--- src/rtl/pwp_pkg.sv ---
package pwp_pkg;
  typedef enum logic [1:0] {
    MODE_OPEN   = 2'd0,
    MODE_EPROM  = 2'd1,
    MODE_LOCKED = 2'd2
  } pmode_t;

  typedef enum logic [1:0] {
    ERR_NONE   = 2'd0,
    ERR_LOCKED = 2'd1,
    ERR_NOAUTH = 2'd2,
    ERR_BUSY   = 2'd3
  } perr_t;
endpackage

--- src/rtl/pwp_mode_table.sv ---
module pwp_mode_table #(
  parameter int PAGES  = 4,
  parameter int PAGE_W = $clog2(PAGES)
) (
  input  logic                 clk,
  input  logic                 rst,
  input  logic                 set_i,
  input  logic [PAGE_W-1:0]    page_i,
  input  logic [1:0]           val_i,
  output logic [2*PAGES-1:0]   modes_o
);
  import pwp_pkg::*;

  for (genvar g = 0; g < PAGES; g++) begin : g_page
    logic [1:0] mode_q;
    logic       hit;

    assign hit = set_i && (page_i == PAGE_W'(g)) && (val_i != 2'd3) && (val_i > mode_q);

    always_ff @(posedge clk) begin
      if (rst) mode_q <= MODE_OPEN;
      else if (hit) mode_q <= val_i;
    end

    assign modes_o[2*g +: 2] = mode_q;

    // a page's mode never moves back and never takes the invalid code
    a_r8_mode_monotone: assert property (@(posedge clk) disable iff (rst)
      (mode_q >= $past(mode_q)) && (mode_q != 2'd3));
  end
endmodule

--- src/rtl/pwp_row_merge.sv ---
module pwp_row_merge #(
  parameter int ROW_BITS = 64
) (
  input  logic [1:0]          mode_i,
  input  logic [ROW_BITS-1:0] new_i,
  input  logic [ROW_BITS-1:0] old_i,
  output logic [ROW_BITS-1:0] merged_o,
  output logic                set_attempt_o
);
  import pwp_pkg::*;

  logic emul;
  assign emul = (mode_i == MODE_EPROM);

  always_comb begin
    merged_o      = emul ? (old_i & new_i) : new_i;
    set_attempt_o = emul && (|(new_i & ~old_i));
  end
endmodule

--- src/rtl/pwp_arbiter.sv ---
module pwp_arbiter #(
  parameter int PAGES         = 4,
  parameter int ROWS_PER_PAGE = 4,
  parameter int ROW_BYTES     = 8,
  localparam int PAGE_W       = $clog2(PAGES),
  localparam int ROW_W        = $clog2(ROWS_PER_PAGE),
  localparam int ROW_BITS     = 8 * ROW_BYTES
) (
  input  logic                clk,
  input  logic                rst,
  input  logic                req_valid_i,
  input  logic [PAGE_W-1:0]   req_page_i,
  input  logic [ROW_W-1:0]    req_row_i,
  input  logic [ROW_BITS-1:0] req_data_i,
  input  logic [ROW_BITS-1:0] old_data_i,
  input  logic                auth_ok_i,
  input  logic                mode_set_i,
  input  logic [PAGE_W-1:0]   mode_page_i,
  input  logic [1:0]          mode_val_i,
  input  logic                done_i,
  output logic                commit_o,
  output logic [PAGE_W-1:0]   commit_page_o,
  output logic [ROW_W-1:0]    commit_row_o,
  output logic [ROW_BITS-1:0] commit_data_o,
  output logic                busy_o,
  output logic                resp_valid_o,
  output logic [1:0]          err_code_o,
  output logic                warn_o
);
  import pwp_pkg::*;

  logic [2*PAGES-1:0]   modes;
  logic [1:0]           cur_mode;
  logic [ROW_BITS-1:0]  merged;
  logic                 set_attempt;

  pwp_mode_table #(.PAGES(PAGES), .PAGE_W(PAGE_W)) i_modes (
    .clk(clk), .rst(rst), .set_i(mode_set_i), .page_i(mode_page_i),
    .val_i(mode_val_i), .modes_o(modes)
  );

  assign cur_mode = modes[2*req_page_i +: 2];

  pwp_row_merge #(.ROW_BITS(ROW_BITS)) i_merge (
    .mode_i(cur_mode), .new_i(req_data_i), .old_i(old_data_i),
    .merged_o(merged), .set_attempt_o(set_attempt)
  );

  always_ff @(posedge clk) begin
    if (rst) begin
      commit_o      <= 1'b0;
      commit_page_o <= '0;
      commit_row_o  <= '0;
      commit_data_o <= '0;
      busy_o        <= 1'b0;
      resp_valid_o  <= 1'b0;
      err_code_o    <= ERR_NONE;
      warn_o        <= 1'b0;
    end else begin
      commit_o     <= 1'b0;
      resp_valid_o <= 1'b0;
      if (busy_o && done_i) busy_o <= 1'b0;
      if (req_valid_i) begin
        resp_valid_o <= 1'b1;
        if (busy_o)                      err_code_o <= ERR_BUSY;
        else if (cur_mode == MODE_LOCKED) err_code_o <= ERR_LOCKED;
        else if (!auth_ok_i)             err_code_o <= ERR_NOAUTH;
        else begin
          err_code_o    <= ERR_NONE;
          commit_o      <= 1'b1;
          busy_o        <= 1'b1;
          commit_page_o <= req_page_i;
          commit_row_o  <= req_row_i;
          commit_data_o <= merged;
          if (set_attempt) warn_o <= 1'b1;
        end
      end
    end
  end

  // a commit only accompanies an accepted response
  a_r2_commit_accepted: assert property (@(posedge clk) disable iff (rst)
    commit_o |-> (resp_valid_o && err_code_o == ERR_NONE));

  // a rejected response never carries a commit
  a_r5_reject_no_commit: assert property (@(posedge clk) disable iff (rst)
    (resp_valid_o && err_code_o != ERR_NONE) |-> !commit_o);

  // commits start only from idle and come with busy
  a_r7_commit_from_idle: assert property (@(posedge clk) disable iff (rst)
    commit_o |-> (busy_o && !$past(busy_o)));

  // busy only drops after done was seen
  a_r7_busy_needs_done: assert property (@(posedge clk) disable iff (rst)
    $fell(busy_o) |-> $past(done_i));

  // the warning is sticky
  a_r4_warn_sticky: assert property (@(posedge clk) disable iff (rst)
    !$fell(warn_o));

  // an emulation commit never sets a bit that the old row had clear
  a_r3_clear_only: assert property (@(posedge clk) disable iff (rst)
    (commit_o && $past(cur_mode) == MODE_EPROM) |->
      ((commit_data_o & ~$past(old_data_i)) == '0));

  // each request is answered in the next cycle
  a_r9_response: assert property (@(posedge clk) disable iff (rst)
    req_valid_i |=> resp_valid_o);
endmodule

--- config.mk ---
export PLATFORM = sky130hd
export DESIGN_NAME = pwp_arbiter
export DESIGN_NICKNAME = d
export VERILOG_FILES = /design/src/rtl/pwp_pkg.sv /design/src/rtl/pwp_mode_table.sv /design/src/rtl/pwp_row_merge.sv /design/src/rtl/pwp_arbiter.sv
export SDC_FILE = /design/constraint.sdc
export NUM_CORES = 1
export LEC_CHECK = 0
export BUFFER_PORTS_ARGS = -buffer_cell sky130_fd_sc_hd__buf_4
export CORE_MARGIN = 2
export CORE_UTILIZATION = 35
export CTS_CLUSTER_SIZE = 16
export DETAILED_ROUTE_END_ITERATION = 8
export PLACE_DENSITY = 0.65
export SLEW_MARGIN = 20
export SYNTH_ARGS = -nofsm -noshare
export SYNTH_HDL_FRONTEND = slang
export SYNTH_SLANG_ARGS = --single-unit
--- constraint.sdc ---
create_clock -name clk -period 2.6 [get_ports clk]
set_input_delay 0.39 -clock clk [delete_from_list [all_inputs] [get_ports clk]]
set_output_delay 0.39 -clock clk [all_outputs]
set_load 0.05 [all_outputs]
## After elaboration in Yosys (flattened, before gate mapping)

Cells that the tools add are included.

| storage, ports and cells | value |
|---|---|
| register bits | 82 |
| output and inout port bits | 74 |

| operators by class | value |
|---|---|
| magnitude comparators | 4 |
| equality and inequality tests | 6 |
| shift operators | 1 |
| muxes and demuxes | 11 |
| bitwise gates (word level) | 6 |
| reduce and logical (&&, ||, !) cells | 19 |

Operators with widths:

| kind | number |
|---|---|
| $and A64 B64 Y64 | 2 |
| $mux W64 | 1 |
| $not A64 Y64 | 1 |
| $reduce_or A64 Y1 | 1 |
| $logic_and A1 B1 Y1 | 14 |
| $gt A2 B2 Y1 | 4 |
| $shiftx A8 B4 Y2 | 1 |
| $mux W1 | 7 |
| $eq A2 B2 Y1 const B | 3 |
| $mux W2 | 3 |
| $reduce_and A5 Y1 | 1 |
| $eq A2 B1 Y1 const B | 2 |
| $reduce_and A4 Y1 | 1 |
| $reduce_or A4 Y1 | 1 |
| $not A1 Y1 | 3 |
| $logic_not A2 Y1 | 1 |
| $ne A2 B2 Y1 const B | 1 |

## Longest topological paths before layout

Gate-level depths: netlist (run 1).

| logic depth | value |
|---|---|
| depth after elaboration | 6 |
| depth in mapped cells | 7 |

## Cells and area by module

Synthesis (run 1) repeated with hierarchy kept, for this count alone.

| second synthesis, totals | value |
|---|---|
| cell total of the unflattened synthesis | 597 |
| area total of the unflattened synthesis | 4639.4 um2 |

Modules (own cells, without submodules):

| module | times used | cells each | area an instance (um2) |
|---|---|---|---|
| pwp_arbiter | 1 | 319 | 3044.2 |
| pwp_row_merge | 1 | 221 | 1042.2 |
| pwp_mode_table | 1 | 57 | 553.0 |

## Least setup slack after synthesis (run 1)

Ideal clock, no wire load.

| timing path | value |
|---|---|
| kind | input -> register |
| from | input port req_page_i[0] |
| to | register commit_data_o[0] |
| setup time | 0.134 ns |
| arrival | 1.782 ns |
| setup slack | 0.684 ns |
| stages | 7 |
| cell sequence | mux4_2 nor2b_1 nor3_4 nand2b_1 buf_4 buf_2 o22ai_1 |

| on the way | value |
|---|---|
| cells in the longest elaborated chain, start to end | 4 |
| elaborated cells on any way between the ends | 6 |
| those cells by class | eq/ne (2); shift (1); mux (1); bitwise (1); reduce/logical (1) |

RTL lines:

| item | RTL line | text |
|---|---|---|
| start: declaration | pwp_arbiter.sv:12 | `input logic [PAGE_W-1:0] req_page_i,` |
| $shiftx A8 B4 Y2 * | pwp_arbiter.sv:42 | `assign cur_mode = modes[2*req_page_i +: 2];` |
| $eq A2 B2 Y1 | pwp_arbiter.sv:66 | `else if (cur_mode == MODE_LOCKED) err_code_o <= ERR_LOCKED;` |
| $not A1 Y1 (no line) | -- |  |
| $reduce_and A4 Y1 (no line) | -- |  |
| end signal: assignment | pwp_arbiter.sv:74 | `commit_data_o <= merged;` |
| end: declaration | pwp_arbiter.sv:24 | `output logic [ROW_BITS-1:0] commit_data_o,` |

Mark *: on every way between the ends. The rest lies on a longest branch, timed or not.
A chain may end at the register's enable or synchronous reset.

## Worst setup path in the final report (run 1)

| timing path | value |
|---|---|
| from | input port req_data_i[15] |
| to | register warn_o |

| on the way | value |
|---|---|
| cells in the longest elaborated chain, start to end | 4 |

RTL lines:

| item | RTL line | text |
|---|---|---|
| start: declaration | pwp_arbiter.sv:14 | `input logic [ROW_BITS-1:0] req_data_i,` |
| $and A64 B64 Y64 | pwp_row_merge.sv:17 | `set_attempt_o = emul && (\|(new_i & ~old_i));` |
| $reduce_or A64 Y1 | pwp_row_merge.sv:17 |  |
| $logic_and A1 B1 Y1 | pwp_row_merge.sv:17 |  |
| $reduce_and A5 Y1 (no line) | -- |  |
| end signal: assignment | pwp_arbiter.sv:58 | `warn_o <= 1'b0;` |
| end signal: assignment | pwp_arbiter.sv:75 | `if (set_attempt) warn_o <= 1'b1;` |
| end: declaration | pwp_arbiter.sv:28 | `output logic warn_o` |

No other way between the ends.

==> results of run 1 <==
==> layout by cell type (no fill, tap or decap) <==
| cell type | count |
|---|---|
| dfxtp_1 | 82 |
| o41ai_1 | 1 |
| o21ai_0 | 64 |
| a21boi_0 | 2 |
| clkinvlp_4 | 1 |
| mux4_2 | 2 |
| o211ai_1 | 1 |
| nor2b_1 | 55 |
| bufinv_16 | 1 |
| a21oi_1 | 5 |
| nand4_1 | 4 |
| nor4_1 | 1 |
| nand2_1 | 2 |
| buf_4 | 224 |
| a2111oi_0 | 16 |
| inv_1 | 22 |
| buf_12 | 2 |
| mux2i_1 | 10 |
| o22ai_1 | 64 |
| clkbuf_1 | 1 |
| nor3_4 | 1 |
| nor2_1 | 19 |
| nand3_1 | 1 |
| clkinv_2 | 2 |
| nand2b_1 | 66 |
| a211oi_1 | 2 |
| clkinv_4 | 1 |
| ha_1 | 8 |
| nand2b_2 | 2 |
| clkbuf_16 | 9 |
| o2111ai_1 | 3 |
==> worst paths after layout <==
path,from,endpoint,cells past startpoint
min reg2reg,warn_o,warn_o,2
min,req_valid_i,err_code_o[1],2
max reg2reg,i_modes.g_page[2].mode_q[1],commit_page_o[0],6
max,req_data_i[15],warn_o,7
==> critical path: cells and delay by family <==
family                 cells  cell delay (ps)
AND/OR/NAND/NOR            3              660
AO/OA/AOI/OAI              2              860
buffers and inverters      2              330
==> flip-flops by register name (all words and copies together) (netlist names) <==
name,cells
commit_page_o,2
warn_o,1
err_code_o,2
commit_data_o,64
commit_row_o,2
commit_o,1
i_modes.g_page.mode_q,8
resp_valid_o,1
busy_o,1
==> logic make-up (layout without fill, tap and decap cells) <==
group	Yosys count	count (layout)	share of synthesized area, %
AO/OA/AOI/OAI	158	158	24.08
adder cells (fa/ha/maj)	8	8	2.515
buffers and inverters	52	263	5.879
flip-flops	82	82	41.24
multiplexers	12	12	3.647
AND/OR/NAND/NOR	151	151	22.63
==> final cells by class <==
type                    instances  area [sq um]
repair buffers                226          1722
multi-input cells             329          2110
clock inverters                 5         56.30
flip-flops and latches         82          1642
fillers                      1035          4967
inverters                      22         82.58
clock buffers                  10         229.0
well taps                     140         175.2
==> synth_stat cells, types with 2 or more instances <==
cell       count
ha_1           8
nand2b_1      68
a21oi_1        5
nor2b_1       55
o21ai_0       64
a211oi_1       2
o2111ai_1      3
buf_6          4
nand2_1        2
nor2_1        19
inv_1         22
nand4_1        4
mux2i_1       10
mux4_2         2
a21boi_0       2
buf_2          4
o22ai_1       64
dfxtp_1       82
clkbuf_1      21
a2111oi_0     16
==> per-stage QoR <==
step	worst slack (ps)	std cells	utilization [%]	hold slack, ps	area (sq um)
floorplan	684.0	463	-	475.3	3980
global placement	221.0	799	52.18	445.1	5731
detailed placement	190.0	799	52.18	450.5	5731
CTS	531.7	814	54.77	287.5	6016
global route	374.1	814	54.77	293.7	6016
finish	546.8	814	54.77	296.3	6016
==> routing by layer <==
| metal | routed length, microns | vias to the layer above | GRT usage [%] |
|---|---|---|---|
| met5 | 0 | - | 0 |
| met4 | 328 | 0 | 7.417 |
| met3 | 1025 | 20 | 5.708 |
| met2 | 7174 | 184 | 39.71 |
| met1 | 6365 | 2002 | 29.79 |
| li1 | - | 2069 | - |
==> report_power, final <==
part | internal [mW] | switching (mW) | total [mW] | leakage [nW]
combinational | 0.333 | 0.451 | 0.784 | 1.86
sequential | 1.32 | 0.0377 | 1.36 | 0.669
clock | 0.738 | 0.508 | 1.25 | 0.138
==> summary.md, run 1 <==
| Metric | Value |
|---|---|
| Status | finished, final reports clean |
| Pwr Density | around 560 mW/mm^2 |
| Skew-Pair Late Insertion Delay | 330 ps |
| Startpoint Class | primary input |
| Slew Limit Fails | 0 |
| Synth unique cells | 26 |
| DRT Pass-1 Iters | 4 |
| Die footprint | 0.01224 sq mm |
| Antenna cell count | 0 |
| FF+latch count, synth | 82 |
| Height of the die | roughly 110 microns |
| Setup Fix Bufs, Post-CTS | 0 |
| Leakage | around 2.7 nW |
| H-tree Lvls | 3 |
| Top Ports | between 200 and 250 |
| First-pass GRT wire length | around 23000 microns |
| Slew @ Worst Pin | just over 800 ps |
| Worst path most repeated cell | buf_4 |
| Clock buffer depth | 2 |
| Unrepaired setup endpoints after global routing | no |
| Final Cycle Share | ~80% |
| Final ANT Viol Nets | 0 |
| Core box area | between 0.01 and 0.015 sq mm |
| Fin Clk Skew | approximately 8 ps |
| Remaining DRCs | 0 |
| Syn_area_per_cell | approximately 8.6 sq um |
| Critical-path cell list | buf_4, nor2b_1, a2111oi_0, buf_4, nand4_1, nor4_1, o41ai_1 |
| Crit. End Element | register |
| CP Max Fanout | 2 |
| Grt ovf | 0 |
| Maximum operating frequency | 0.4871 GHz |
| Max incr delay on CP | around 760 ps |
| CTS clock-pin slew for the worst setup and hold paths | approximately 60 ps |
| Asr flop ratio synth | 0% |
| Die width | approximately 110 microns |
| Number of synthesized flops with an enable pin | 0 |
| Largest net degree at the start of global routing | slightly below 70 |
| CTS Hold Bufs | 0 |
| Setup TNS | 0 ps |
| Crit Path Class | primary input to register |
| Root Buffer | clkbuf_16 |
| Flop-to-flop setup slack | approximately 550 ps |
| Number of global-route vias before repair | around 4200 |
| Routed len/inst | between 15 and 20 microns |
| GR Util All Layers | 23.59% |
| Count of input and output buffers | 215 |
| Detail Placement HPWL | between 10000 and 15000 microns |
| Drt initial violations | 296 |
| Via Count | between 4000 and 5000 |
| Mapped Area | ~0.004 sq mm |
| Final setup vio count | 0 |
| Mapped Nets | about 610 |
| CTS buffer count | 9 |
| Clock Sinks | slightly above 80 |
| CTS tree | yes |
| Slowest cell on the critical path | a2111oi_0 |
| Via-per-instance ratio | between 5 and 6 |
| Synth-to-Final Area Change | 51.15% |
| Slew margin rel. | around 44% |
| Top FF cell, synth | dfxtp_1 |
| GPL Wtd Cong | roughly 0.88 |
| Max Cap Viol | 0 |
| Synth area leader | dfxtp_1 |
| Hold crit path type | primary input to register |
| Final WL | 14890 microns |
| PostCTS Resize Cnt | 0 |
| Min Tclk post-route | around 2000 ps |
| Initial core utilization | a little over a third |
| Endpoints failing hold | 0 |
| Worst vdd ir | 0.3066 mV |
| Cells after Synth | approximately 460 |
| Final Net Count | 820 |
| Synth area leaders | dfxtp_1 41%, nand2b_1 11%, o22ai_1 10% |
| Row cnt | 38 |
| Seq/Total Area, Yosys | roughly 41% |
| Yosys top cell area share | 41.24% |
| Final Power | 3.386 mW |
| Worst Path Required | 2790 ps |
| Share of layout cells above drive strength 1 | between 30% and 40% |
| Yosys warnings | 0 |
| Critical Path AT | roughly 2300 ps |
| Initial antenna violation count | 0 |
No activity file was read; power rests on OpenSTA's default activity.
==> run 2: changes to the inputs <==
--- a/config.mk
+++ b/config.mk
@@ -5,12 +5,12 @@
 export SDC_FILE = /design/constraint.sdc
 export NUM_CORES = 1
 export LEC_CHECK = 0
+export ABC_AREA = 1
 export BUFFER_PORTS_ARGS = -buffer_cell sky130_fd_sc_hd__buf_4
 export CORE_MARGIN = 2
 export CORE_UTILIZATION = 35
 export CTS_CLUSTER_SIZE = 16
 export DETAILED_ROUTE_END_ITERATION = 8
-export PLACE_DENSITY = 0.65
 export SLEW_MARGIN = 20
 export SYNTH_ARGS = -nofsm -noshare
 export SYNTH_HDL_FRONTEND = slang
==> constraint.sdc (replaced) <==
create_clock -name clk -period 1.95 [get_ports clk]
set_input_delay 0.2925 -clock clk [delete_from_list [all_inputs] [get_ports clk]]
set_output_delay 0.2925 -clock clk [all_outputs]
set_load 0.05 [all_outputs]
==> run 2 against run 1 <==
Net effect:
- clock power up 36%
- critical path type is now register to register
- sequential share of layout area down 1.5 points
- highest routed layer unchanged
- die area up 8.6%
- register-to-register slack worse by 200 ps
- clock-buffer cell count up 1
==> summary.md, run 2 <==
| Metric | Value |
|---|---|
| Final Net Count | 952 (+16%) |
| Grt ovf | 0 (unchanged) |
| Via Count | 4550 (+6.4%) |
| Skew-Pair Late Insertion Delay | 330 ps (about the same) |
| Count of input and output buffers | 215 (unchanged) |
| Min Tclk post-route | approximately 1600 ps |
| Synth area leaders | dfxtp_1 38%, o21ai_0 9.9%, nand2_1 8.6% |
| Top FF cell, synth | dfxtp_1 |
| Root Buffer | clkbuf_16 |
| Fin Clk Skew | 4.668 ps (-3.316 ps) |
| Setup WS pre-CTS | 249.9 ps (+59.94 ps) |
| Slew @ Worst Pin | 442.0 ps (-377.2 ps) |
| Cells after Synth | 596 (+29%) |
| Clock Sinks | 82 (unchanged) |
| PostCTS Resize Cnt | 0 (unchanged) |
| Slew Limit Fails | 0 (unchanged) |
| Endpoints failing hold | 0 (unchanged) |
| Worst Path Required | 2210 ps (-580 ps) |
| Pwr Density | 727.6 mW/mm^2 (+29%) |
| Yosys warnings | 0 (unchanged) |
| Top-count cell post-synth | nand2_1 |
| Max Cap Viol | 0 (unchanged) |
| Row cnt | 40 (+5.3%) |
| Reg power frac | 39.2% (-0.9 points) |
| Synth unique cells | 29 (+12%) |
| GPL Wtd Cong | 0.8715 (-1.5%) |
| H-tree Lvls | 3 (unchanged) |
| CP Max Fanout | 68 (+66) |
| Net Sw Frac | 29.84% (+0.42 points) |
| Internal | 3.243 mW (+36%) |
| Critical Path Start | i_modes.g_page[3].mode_q[0] |
| Antenna cell count | 0 (unchanged) |
| Crit. End Element | register |
| Final WL | 13310 microns (-11%) |
| Worst r2r src | i_modes.g_page[3].mode_q[0] |
| Height of the die | 115.3 microns (+4.2%) |
| Die width | 115.3 microns (+4.2%) |
| Seq/Total Area, Yosys | 37.88% (-3.4 points) |
| CTS buffer count | 9 (unchanged) |
| Worst vdd ir | 0.3650 mV (+19%) |
| Number of synthesized flops with an enable pin | 0 (unchanged) |
| Hold crit path type | primary input to register |
| Remaining DRCs | 0 (unchanged) |
| Most common library cells after synthesis | 99 x nand2_1, 97 x inv_1, 86 x o21ai_0 |
| Syn_area_per_cell | 7.272 sq um (-15%) |
| Die footprint | 0.01329 sq mm (+8.6%) |
| DRT Pass-1 Iters | 4 (unchanged) |
| Commonest non-fill, non-tap cell in the layout | buf_4 |
| Synth area leader | dfxtp_1 |
| Detail Placement HPWL | 10500 microns (-8.5%) |
| Routed len/inst | 13.65 microns (-25%) |
| GR Util All Layers | 20.18% (-3.4 points) |
| Startpoint Class | register |
| Flip-flop and latch area | 0.001642 sq mm (unchanged) |
| Critical Path AT | 1860 ps (-390 ps) |
| Crit Path Class | register to register |
| Leakage | 3.141 nW (+18%) |
| Mapped Nets | 746 (+22%) |
| Largest register FFs | 64 (unchanged) |
| Via-per-instance ratio | 4.667 (-11%) |
| Drt initial violations | 162 (-45%) |
| Initial core utilization | 35.93% (-0.30 points) |
| Final ANT Viol Nets | 0 (unchanged) |
| Number of global-route vias before repair | 4363 (+3.7%) |
| First-pass GRT wire length | 21090 microns (-9.2%) |
| Most frequent cells in the layout | 224 x buf_4, 99 x nand2_1, 96 x inv_1, 86 x o21ai_0, 82 x dfxtp_1 |
| Multi-input logic area | 0.002101 sq mm (-0.42%) |
| Clock buffer depth | 2 (unchanged) |
| Largest net degree at the start of global routing | 69 (unchanged) |
| Maximum operating frequency | approximately 0.63 GHz |
| Unrepaired setup endpoints after global routing | no |
| Clock power frac | 36.9% (about the same) |
| Final setup vio count | 0 (unchanged) |
| Hold path startpoint | done_i |
| Slowest cell on the critical path | dfxtp_1 |
| Share of layout cells above drive strength 1 | 37.55% (+1.2 points) |
| Slew margin rel. | 70.31% (+26 points) |
| Final Cycle Share | between 80% and 90% |
| Top flop regs | commit_data_o: 64 flops, i_modes.g_page.mode_q: 8 flops |
| Core box area | 0.01206 sq mm (+9.8%) |
| CTS Hold Bufs | 0 (unchanged) |
| Largest reg by FF count | commit_data_o |
| FF+latch count, synth | 82 (unchanged) |
| Max incr delay on CP | 320 ps (-440 ps) |
| Comb pwr share | 23.9% (+0.8 points) |
| # fillers | 1168 (+13%) |
| CTS tree | yes |
| Switch Pwr | 1.380 mW (+38%) |
| Setup TNS | 0 ps (unchanged) |
| Mapped Area | 0.004334 sq mm (+8.9%) |
| Asr flop ratio synth | 0% (unchanged) |
| Initial antenna violation count | 0 (unchanged) |
| Critical-path cell list | inv_1, nand2_1, o211ai_1, nand2_2, nor2_4, inv_4, nand3_4, buf_12, nand3_1, o21ai_1 |
| Worst Setup Slack, final | 351.3 ps (-195.6 ps) |
| Yosys top cell area share | 37.88% (-3.4 points) |
| Status | finished, final reports clean |
| Synth-to-Final Area Change | 46.59% |
| CTS clock-pin slew for the worst setup and hold paths | 60 ps (about the same) |
| Top Ports | 216 (unchanged) |
| Setup Fix Bufs, Post-CTS | 0 (unchanged) |
-- run 2: cell types whose count changed after synthesis, sizes merged, moves of 64 or more --
| cell | previous run | this run |
|---|---|---|
| nand2b | 68 | 0 |
| nand3 | 1 | 73 |
| inv | 22 | 99 |
| o21ai | 64 | 143 |
| o22ai | 64 | 0 |
| nand2 | 2 | 102 |
-- run 2: worst paths after layout --
check / endpoint / slack, ps / cells past startpoint
setup / recovery: commit_data_o[13] / 350 / 10
hold / removal: busy_o / 150 / 2
setup reg to reg: commit_data_o[13] / 350 / 10
hold reg to reg: commit_page_o[0] / 470 / 2
-- run 2: layout make-up --
class	count	area share, %
clock buffer	11	3.978
clock inverter	5	0.8271
inverter	99	5.888
multi-input combinational	384	33.06
sequential	82	25.84
tap	168	3.308
timing repair buffer	226	27.10
-- run 2: power by group through the flow --
stage               clock network (mW)  logic, mW  registers (mW)
global placement                     0       1.10            1.85
floorplan                            0      0.382            2.11
finish                            1.70       1.11            1.81
CTS                               1.76       1.12            1.81
detailed placement                   0       1.11            1.85
global route                      1.83       1.20            1.82
-- run 2: kinds of logic (layout without fill, tap and decap cells) --
logic type,Yosys count,after routing,synth area share (%)
and+or+nand+nor,209,209,24.11
AOI/OAI and AO/OA,167,167,22.06
buffers and inverters,130,341,13.65
DFF,82,82,37.88
adders and majority gates,8,8,2.310
-- run 2: through the flow --
stage	std cells	area, sq um	util [%]	total power [mW]	hold slack [ps]
2_1_floorplan	596	4334	-	2.491	388.3
3_3_place_gp	959	6048	50.15	2.945	453.1
3_5_place_dp	959	6048	50.15	2.965	462.7
4_1_cts	975	6354	52.68	4.686	139.2
5_1_grt	975	6354	52.68	4.862	151.1
6_report	975	6354	52.68	4.623	153.6
-- run 2: layer usage --
layer / up-vias / GRT usage [%] / share of wire (%)
met2: 193 / 33.61 / 46
met3: 18 / 5.166 / 8.3
met4: 0 / 8.193 / 2.2
met1: 1976 / 24.90 / 44
met5: - / 0 / 0
li1: 2363 / - / -
-- run 2: critical path: cells and delay by family, from the launching register on --
family                 cells  cell delay [ps]
AO/OA/AOI/OAI              2              210
buffers and inverters      3              450
flip-flops                 1              320
AND/OR/NAND/NOR            5              520
